==> config.mk <==
export PLATFORM = sky130hd
export DESIGN_NAME = spi3w_master
export DESIGN_NICKNAME = d
export VERILOG_FILES = /design/src/rtl/spi3w_pkg.sv /design/src/rtl/spi3w_ctrl.sv /design/src/rtl/spi3w_dp.sv /design/src/rtl/spi3w_master.sv
export SDC_FILE = /design/constraint.sdc
export NUM_CORES = 1
export LEC_CHECK = 0
export CORE_MARGIN = 2
export CORE_UTILIZATION = 49
export DETAILED_ROUTE_END_ITERATION = 8
export PLACE_DENSITY = 0.76
export SYNTH_ARGS = -nofsm -noshare
export SYNTH_HDL_FRONTEND = slang
export SYNTH_HIERARCHICAL = 1
export SYNTH_SLANG_ARGS = --single-unit
==> constraint.sdc <==
create_clock -name clk -period 2.7 [get_ports clk]
set_input_delay 0.27 -clock clk [delete_from_list [all_inputs] [get_ports clk]]
set_output_delay 0.27 -clock clk [all_outputs]
set_load 0.03 [all_outputs]
==> src/rtl/spi3w_pkg.sv <==
package spi3w_pkg;

  typedef enum logic [3:0] {
    ST_IDLE,
    ST_TXWAIT,
    ST_TXLO,
    ST_TXHI,
    ST_SWLO,
    ST_SWHI,
    ST_RXLO,
    ST_RXHI,
    ST_RXHOLD,
    ST_DONE
  } ctrlState_e;

  // strobes from control to datapath
  typedef struct packed {
    logic cfgLatch;
    logic load;
    logic shiftTx;
    logic sampleRx;
  } dpStrobe_t;

endpackage

==> src/rtl/spi3w_ctrl.sv <==
module spi3w_ctrl
  import spi3w_pkg::*;
#(
  parameter int CNT_W  = 8,
  parameter int SWAP_W = 5,
  parameter int DIV_W  = 8,
  parameter int DATA_W = 8
) (
  input  logic              clk,
  input  logic              rstN,
  input  logic              start,
  input  logic [CNT_W-1:0]  wrBytes,
  input  logic [CNT_W-1:0]  rdBytes,
  input  logic [SWAP_W-1:0] swapCycles,
  input  logic [DIV_W-1:0]  halfPeriod,
  input  logic              txValid,
  input  logic              rxReady,
  output logic              busy,
  output logic              txReady,
  output logic              rxValid,
  output logic              sclk,
  output logic              csN,
  output logic              sdoEn,
  output dpStrobe_t         strobe
);

  localparam int BIT_W = (DATA_W > 1) ? $clog2(DATA_W) : 1;
  localparam logic [BIT_W-1:0] LAST_BIT = BIT_W'(DATA_W - 1);

  ctrlState_e state, nextState;
  logic [DIV_W-1:0]  divCnt, hpReg;
  logic [SWAP_W-1:0] swapLeft;
  logic [CNT_W-1:0]  wrLeft, rdLeft;
  logic [BIT_W-1:0]  bitCnt;
  logic halfDone, lastBit, bitClear;

  assign halfDone = (divCnt == hpReg - 1'b1);
  assign lastBit  = (bitCnt == LAST_BIT);
  assign bitClear = (state == ST_IDLE) || (state == ST_TXWAIT) ||
                    (state == ST_SWHI) || (state == ST_RXHOLD);

  always_comb begin
    nextState = state;
    strobe    = '0;
    case (state)
      ST_IDLE:
        if (start) begin
          strobe.cfgLatch = 1'b1;
          nextState = (wrBytes != '0) ? ST_TXWAIT : ST_SWLO;
        end
      ST_TXWAIT:
        if (txValid) begin
          strobe.load = 1'b1;
          nextState   = ST_TXLO;
        end
      ST_TXLO: if (halfDone) nextState = ST_TXHI;
      ST_TXHI:
        if (halfDone) begin
          if (lastBit) nextState = (wrLeft != '0) ? ST_TXWAIT : ST_SWLO;
          else begin
            strobe.shiftTx = 1'b1;
            nextState      = ST_TXLO;
          end
        end
      ST_SWLO: if (halfDone) nextState = ST_SWHI;
      ST_SWHI:
        if (halfDone) begin
          if (swapLeft > SWAP_W'(1)) nextState = ST_SWLO;
          else nextState = (rdLeft != '0) ? ST_RXLO : ST_DONE;
        end
      ST_RXLO:
        if (halfDone) begin
          strobe.sampleRx = 1'b1;
          nextState       = ST_RXHI;
        end
      ST_RXHI: if (halfDone) nextState = lastBit ? ST_RXHOLD : ST_RXLO;
      ST_RXHOLD: if (rxReady) nextState = (rdLeft != '0) ? ST_RXLO : ST_DONE;
      ST_DONE: if (halfDone) nextState = ST_IDLE;
      default: nextState = ST_IDLE;
    endcase
  end

  always_ff @(posedge clk or negedge rstN) begin
    if (!rstN) begin
      state    <= ST_IDLE;
      divCnt   <= '0;
      hpReg    <= DIV_W'(1);
      swapLeft <= SWAP_W'(1);
      wrLeft   <= '0;
      rdLeft   <= '0;
      bitCnt   <= '0;
    end else begin
      state  <= nextState;
      divCnt <= (nextState != state) ? '0 : divCnt + 1'b1;
      if (strobe.cfgLatch) begin
        hpReg    <= (halfPeriod == '0) ? DIV_W'(1) : halfPeriod;
        swapLeft <= (swapCycles == '0) ? SWAP_W'(1) : swapCycles;
        wrLeft   <= wrBytes;
        rdLeft   <= rdBytes;
      end
      if (strobe.load) wrLeft <= wrLeft - 1'b1;
      if (state == ST_SWHI && halfDone) swapLeft <= swapLeft - 1'b1;
      if (state == ST_RXHI && halfDone && lastBit) rdLeft <= rdLeft - 1'b1;
      if (bitClear) bitCnt <= '0;
      else if ((state == ST_TXHI || state == ST_RXHI) && halfDone)
        bitCnt <= bitCnt + 1'b1;
    end
  end

  assign busy    = (state != ST_IDLE);
  assign txReady = (state == ST_TXWAIT);
  assign rxValid = (state == ST_RXHOLD);
  assign sclk    = (state == ST_TXHI) || (state == ST_SWHI) || (state == ST_RXHI);
  assign csN     = (state == ST_IDLE) || (state == ST_DONE);
  assign sdoEn   = (state == ST_IDLE) || (state == ST_TXWAIT) ||
                   (state == ST_TXLO) || (state == ST_TXHI);

endmodule

==> src/rtl/spi3w_dp.sv <==
module spi3w_dp
  import spi3w_pkg::*;
#(
  parameter int DATA_W = 8
) (
  input  logic              clk,
  input  logic              rstN,
  input  dpStrobe_t         strobe,
  input  logic              lsbFirst,
  input  logic [DATA_W-1:0] txData,
  input  logic              sdi,
  output logic              sdo,
  output logic [DATA_W-1:0] rxData
);

  logic              lsbReg;
  logic [DATA_W-1:0] txShift, rxShift;

  always_ff @(posedge clk or negedge rstN) begin
    if (!rstN) begin
      lsbReg  <= 1'b0;
      txShift <= '0;
      rxShift <= '0;
    end else begin
      if (strobe.cfgLatch) lsbReg <= lsbFirst;
      if (strobe.load) txShift <= txData;
      else if (strobe.shiftTx)
        txShift <= lsbReg ? (txShift >> 1) : (txShift << 1);
      if (strobe.sampleRx)
        rxShift <= lsbReg ? {sdi, rxShift[DATA_W-1:1]} : {rxShift[DATA_W-2:0], sdi};
    end
  end

  assign sdo    = lsbReg ? txShift[0] : txShift[DATA_W-1];
  assign rxData = rxShift;

endmodule

==> src/rtl/spi3w_master.sv <==
module spi3w_master
  import spi3w_pkg::*;
#(
  parameter int CNT_W  = 8,
  parameter int SWAP_W = 5,
  parameter int DIV_W  = 8,
  parameter int DATA_W = 8
) (
  input  logic              clk,
  input  logic              rstN,
  input  logic              start,
  input  logic [CNT_W-1:0]  wrBytes,
  input  logic [CNT_W-1:0]  rdBytes,
  input  logic [SWAP_W-1:0] swapCycles,
  input  logic [DIV_W-1:0]  halfPeriod,
  input  logic              lsbFirst,
  output logic              busy,
  input  logic [DATA_W-1:0] txData,
  input  logic              txValid,
  output logic              txReady,
  output logic [DATA_W-1:0] rxData,
  output logic              rxValid,
  input  logic              rxReady,
  output logic              sclk,
  output logic              csN,
  output logic              sdo,
  output logic              sdoEn,
  input  logic              sdi
);

  dpStrobe_t strobe;

  spi3w_ctrl #(
    .CNT_W(CNT_W), .SWAP_W(SWAP_W), .DIV_W(DIV_W), .DATA_W(DATA_W)
  ) ctrl (
    .clk(clk), .rstN(rstN), .start(start),
    .wrBytes(wrBytes), .rdBytes(rdBytes),
    .swapCycles(swapCycles), .halfPeriod(halfPeriod),
    .txValid(txValid), .rxReady(rxReady),
    .busy(busy), .txReady(txReady), .rxValid(rxValid),
    .sclk(sclk), .csN(csN), .sdoEn(sdoEn), .strobe(strobe)
  );

  spi3w_dp #(.DATA_W(DATA_W)) dp (
    .clk(clk), .rstN(rstN), .strobe(strobe), .lsbFirst(lsbFirst),
    .txData(txData), .sdi(sdi), .sdo(sdo), .rxData(rxData)
  );

endmodule

Word level (Yosys, flattened, before mapping)
Index checks and enable logic that the tools add are counted.
Cells by class
  $add $sub $neg: 6
  order comparisons: 1
  equal/unequal tests: 12
  multiplexer cells: 42
  reductions and logical operators: 25
Operator list (number)
  8-bit 2-to-1 mux: 10
  4-bit 2-to-1 mux: 14
  4-bit case mux with 10 select lines: 1
  8-bit nonzero test: 3
  8-bit by 1-bit subtractor with 8-bit output, second input constant: 3
  4-bit by 3-bit equality test with 1-bit output, second input constant: 4
  5-bit 2-to-1 mux: 3
  3-bit 2-to-1 mux: 4
  1-bit 2-to-1 mux: 10
  2-bit nonzero test: 5
  1-bit logical OR: 9
  8-bit by 1-bit adder with 8-bit output, second input constant: 1
  4-bit by 2-bit equality test with 1-bit output, second input constant: 2
  4-bit equality test, second input constant: 2
  8-bit equality test: 1
  8-bit logical NOT: 1
  5-bit by 1-bit > comparator with 1-bit output, second input constant: 1
  5-bit logical NOT: 1
  5-bit by 1-bit subtractor with 5-bit output, second input constant: 1
  4-bit by 1-bit equality test with 1-bit output, second input constant: 1
  1-bit logical AND: 4
  4-bit logical NOT: 1
  4-bit inequality test: 1
  4-bit nonzero test: 1
  2 further kinds: 2
Storage, ports and cells
  flip-flop bits (word level): 61
  bits of input ports: 44
  logic and storage cells: 96

Longest topological paths before layout
  depth after elaboration: 7
  depth in mapped cells: 13
  depth with buffers taken out: 9

By module
Netlist, hierarchy kept.
Modules (own cells, without submodules)
  spi3w_ctrl: instances 1, cells an instance 365, area an instance 3015.4 sq um
  spi3w_dp: instances 1, cells an instance 83, area an instance 905.9 sq um

Worst setup path before layout
No wires, ideal clock.
  path type: flip-flop to flip-flop
  start point: register ctrl.state[0]
  end point: register ctrl.wrLeft[7]
  arrival time: 3.108 ns
  data required time: 2.606 ns
  path slack: -0.502 ns
  stages on the path, launching flop included: 10
  cells stage by stage: dfrtp_1 -> clkbuf_1 -> nor4b_1 -> nand2_1 -> inv_2 -> nand2_1 -> or4_1 -> nor2_1 -> nor3_1 -> a211oi_1
RTL lines
  start: declaration: line spi3w_ctrl.sv:30  | ctrlState_e state, nextState;
  start signal: assignment: line spi3w_ctrl.sv:93  | state <= nextState;
  end signal: assignment: line spi3w_ctrl.sv:98  | wrLeft <= wrBytes;
  end signal: assignment: line spi3w_ctrl.sv:101  | if (strobe.load) wrLeft <= wrLeft - 1'b1;
  end: declaration: line spi3w_ctrl.sv:33  | logic [CNT_W-1:0] wrLeft, rdLeft;

Worst setup path after layout
  start point: register ctrl.hpReg[3]
  end point: register ctrl.swapLeft[4]
On the way
  longest elaborated chain between the ends: 4
Ends and longest elaborated chain
  start: declaration: line spi3w_ctrl.sv:31  | logic [DIV_W-1:0] divCnt, hpReg;
  start signal: assignment: line spi3w_ctrl.sv:96  | hpReg <= (halfPeriod == '0) ? DIV_W'(1) : halfPeriod;
  8-bit by 1-bit subtractor with 8-bit output *: line spi3w_ctrl.sv:37  | assign halfDone = (divCnt == hpReg - 1'b1);
  8-bit equality test *: line spi3w_ctrl.sv:37
  1-bit logical AND *: line spi3w_ctrl.sv:102  | if (state == ST_SWHI && halfDone) swapLeft <= swapLeft - 1'b1;
  5-bit 2-to-1 mux or 2-bit nonzero test (tied branches)
  end signal: assignment: line spi3w_ctrl.sv:97  | swapLeft <= (swapCycles == '0) ? SWAP_W'(1) : swapCycles;
  end signal: assignment: line spi3w_ctrl.sv:102
  end: declaration: line spi3w_ctrl.sv:32  | logic [SWAP_W-1:0] swapLeft;
Every way passes the cells marked *; elsewhere a longest branch is shown, timed or not.
A chain may end at the register's enable or synchronous reset.

==> summary.txt <==
Outcome: complete, but fails checks
Failing checks: hold timing
Final WL: 9950 µm
Clock transition at the registers of the reported paths: 70 ps
Mean Syn Cell Area: 8.75 µm²
Async SR Flop Fraction: 1.00
DRC viols: 0
Final Max Tran Viols: 0
# clock sinks: 61
Vias: 3,713
DR vias/cell: 5.86
Routability cong.: 0.892
Initial antenna violation count: 0
Fmax: 379 MHz
Number of port buffers: 58
Largest net degree at the start of global routing: 33
Placed cell areas: 4740 µm²
Worst hold path type: in -> async
Nets: 580
Met2 Use GR: 0.384
Clk buf depth: 2
Row cnt: 32
CP endpoint kind: flop
CTS tree: yes
Routed wire per std cell: 15.7 µm
Setup TNS: 0 ps
Syn nets: 501
Post-route cell area: 5040 µm²
First-pass GRT wire length: 16,800 µm
Iter 0 DRT Violations: 235
Register area share after synthesis: 0.390
Maximum Capacitance Violations: 0
Worst VDD drop: 0.616 mV
Distinct cells, synth: 69
Minimum clock period: 2640 ps
Least-Margin Pin Slew: 742 ps
CTS root buffer: clkbuf_8
Most used DFF post-synth: dfrtp_1
Yosys top cell by area: dfrtp_1
Final Hold Viols: 18
Clk Latency, worst-skew pair: 340 ps
Seq cells post-synth: 61
Final setup vio count: 0
Leakage power: 2.18 nW
Grt met3 use: 0.0596
Core area: 7730 µm²
Die footprint: 8730 µm²
Die height: 93.5 µm
# diodes: 0
Crit path kind: reg -> reg
Top Usage Layer GRT: met2
RSZ-0062 raised after global routing: yes
Share of the synthesized area in the top cell type: 0.377
Syn. warnings: 6
TritonCTS buffer count: 9
Post-Syn Area: 3920 µm²
Post-synth EDFFs: 0
Final period util: 0.977
Final ANT Viol Nets: 0
Htree depth: 3
Post-CTS Hold Buffers: 0
PD cells: 980 nW/µm²
Critical path arrival: 2860 ps
# IOs: 59
Share of layout cells above drive strength 1: 0.143
GR Util met1: 0.321
DR pass1 iterations: 5
Gr usage total: 0.242
Starting Density: 0.507
Hpwl dp: 7330 µm
Fin Hold WS: -19.9 ps
Rel. slew slack: 0.505
Synth area leaders: dfrtp_1 (38%), nand2_1 (6.0%), mux2i_1 (4.1%)
Die width: 93.5 µm
Skew final: 8.01 ps
Cells after Synth: 448
Vias in the first global route: 3,676
Remaining global-route overflow: 0
Critical Path RT: 2930 ps
Crit path max fanout: 3
Critical Path Source Type: flop
Area Growth Syn to Fin: 28.7%
[layer usage]
metal | wire length, µm | share of wire | vias up
li1 | - | - | 1791
met5 | 0 | 0 | -
met1 | 4480 | 0.45 | 1770
met4 | 189 | 0.019 | 0
met3 | 637 | 0.064 | 20
met2 | 4640 | 0.47 | 132
[power by group]
group	switching [mW]	internal, mW	leakage [nW]	total [mW]
Combinational	1.40	1.08	1.31	2.48
Clock	0.351	0.567	0.116	0.919
Sequential	0.299	1.25	0.756	1.55
Total	2.05	2.90	2.18	4.95
[final cells by class]
type,count,area (µm²)
Clock buffer,12,155
Clock inverter,4,70.1
Tap cell,102,128
Multi-Input combinational cell,346,2260
Fill cell,637,2680
Timing Repair Buffer,90,832
Sequential cell,61,1530
Inverter,19,71.3
[cells in the final DEF, fill, tap and decap left out, types with 10 or more instances in the layout]
master,netlist,layout
dfrtp_1,59,58
nor4_1,12,10
clkdlybuf4s50_1,0,57
nand3_1,16,16
xor2_1,11,11
mux2i_1,16,16
a21oi_1,26,25
buf_4,3,30
nand2_1,63,63
clkbuf_8,0,11
nor2_1,35,35
inv_1,18,18
nor3_1,20,20
o211ai_1,12,12
o21ai_0,15,15
[cell families (layout without fill, tap and decap cells)]
kind of cell	Yosys count	in the layout	share of synthesized area
buf+inv	41	125	0.0530
simple gates	204	204	0.272
compound gates	99	99	0.173
mux	19	19	0.0504
fa+ha+maj	9	9	0.0287
xor+xnor	15	15	0.0335
flops	61	61	0.390
[Yosys cell counts, drive strengths merged, types with 8 or more instances]
library cell	count
nand2	64
inv	19
dfrtp	59
mux2i	16
nor2	35
o211ai	12
buf	10
ha	9
and3	9
xor2	11
clkbuf	12
a21oi	26
o21ai	21
nor4	12
nand3	17
nor3	21
o22ai	8
[per-stage QoR]
stage	total power, mW	setup slack [ps]	cells	utilization	hold slack (ps)
6_report	4.95	62.4	634	0.653	-19.9
5_1_grt	5.31	-12.0	634	0.653	37.1
4_1_cts	4.86	22.1	634	0.645	7.47
3_5_place_dp	3.90	-60.8	617	0.613	370
3_3_place_gp	3.80	42.8	617	0.613	369
2_1_floorplan	3.18	-38.8	448	-	-25.6
[worst max-delay path: stages, from the launching register on]
cell and delay, ps:
dfrtp_1 380, or3_4 400, or4_4 430, a21o_4 240, a211oi_4 270, buf_4 170
nand2_4 50, mux2_4 290, a221o_1 280
[flip-flops by register name, indices dropped and copies added, names as in the netlist]
| name | flops |
|---|---|
| ctrl/wrLeft | 8 |
| ctrl/hpReg | 8 |
| ctrl/swapLeft | 5 |
| dp/rxData | 8 |
| ctrl/state | 4 |
| dp/txShift | 8 |
| ctrl/rdLeft | 8 |
| dp/lsbReg | 1 |
| ctrl/bitCnt | 3 |
| ctrl/divCnt | 8 |
[path summary, 6_finish.rpt]
| kind | from | end | slack (ps) | cells after the start |
|---|---|---|---|---|
| max in group asynchronous | rstN | ctrl/bitCnt[2] | 2090 | 2 |
| hold reg to reg | ctrl/wrLeft[7] | ctrl/wrLeft[7] | 500 | 1 |
| setup reg to reg | ctrl/hpReg[3] | ctrl/swapLeft[4] | 60 | 8 |
| hold / removal | rstN | dp/txShift[6] | -20 | 1 |
| setup / recovery | ctrl/hpReg[3] | ctrl/swapLeft[4] | 60 | 8 |
| min in group clk | halfPeriod[4] | ctrl/hpReg[4] | 490 | 3 |
[timing repair]
action                     in CTS  in global routing
gates resized for setup         1                 13
setup buffers                   1                  0
pin swaps                       1                  2
setup endpoints to repair      10                 32
cloned                          0                  0
Power figures use the tool's default switching activity.
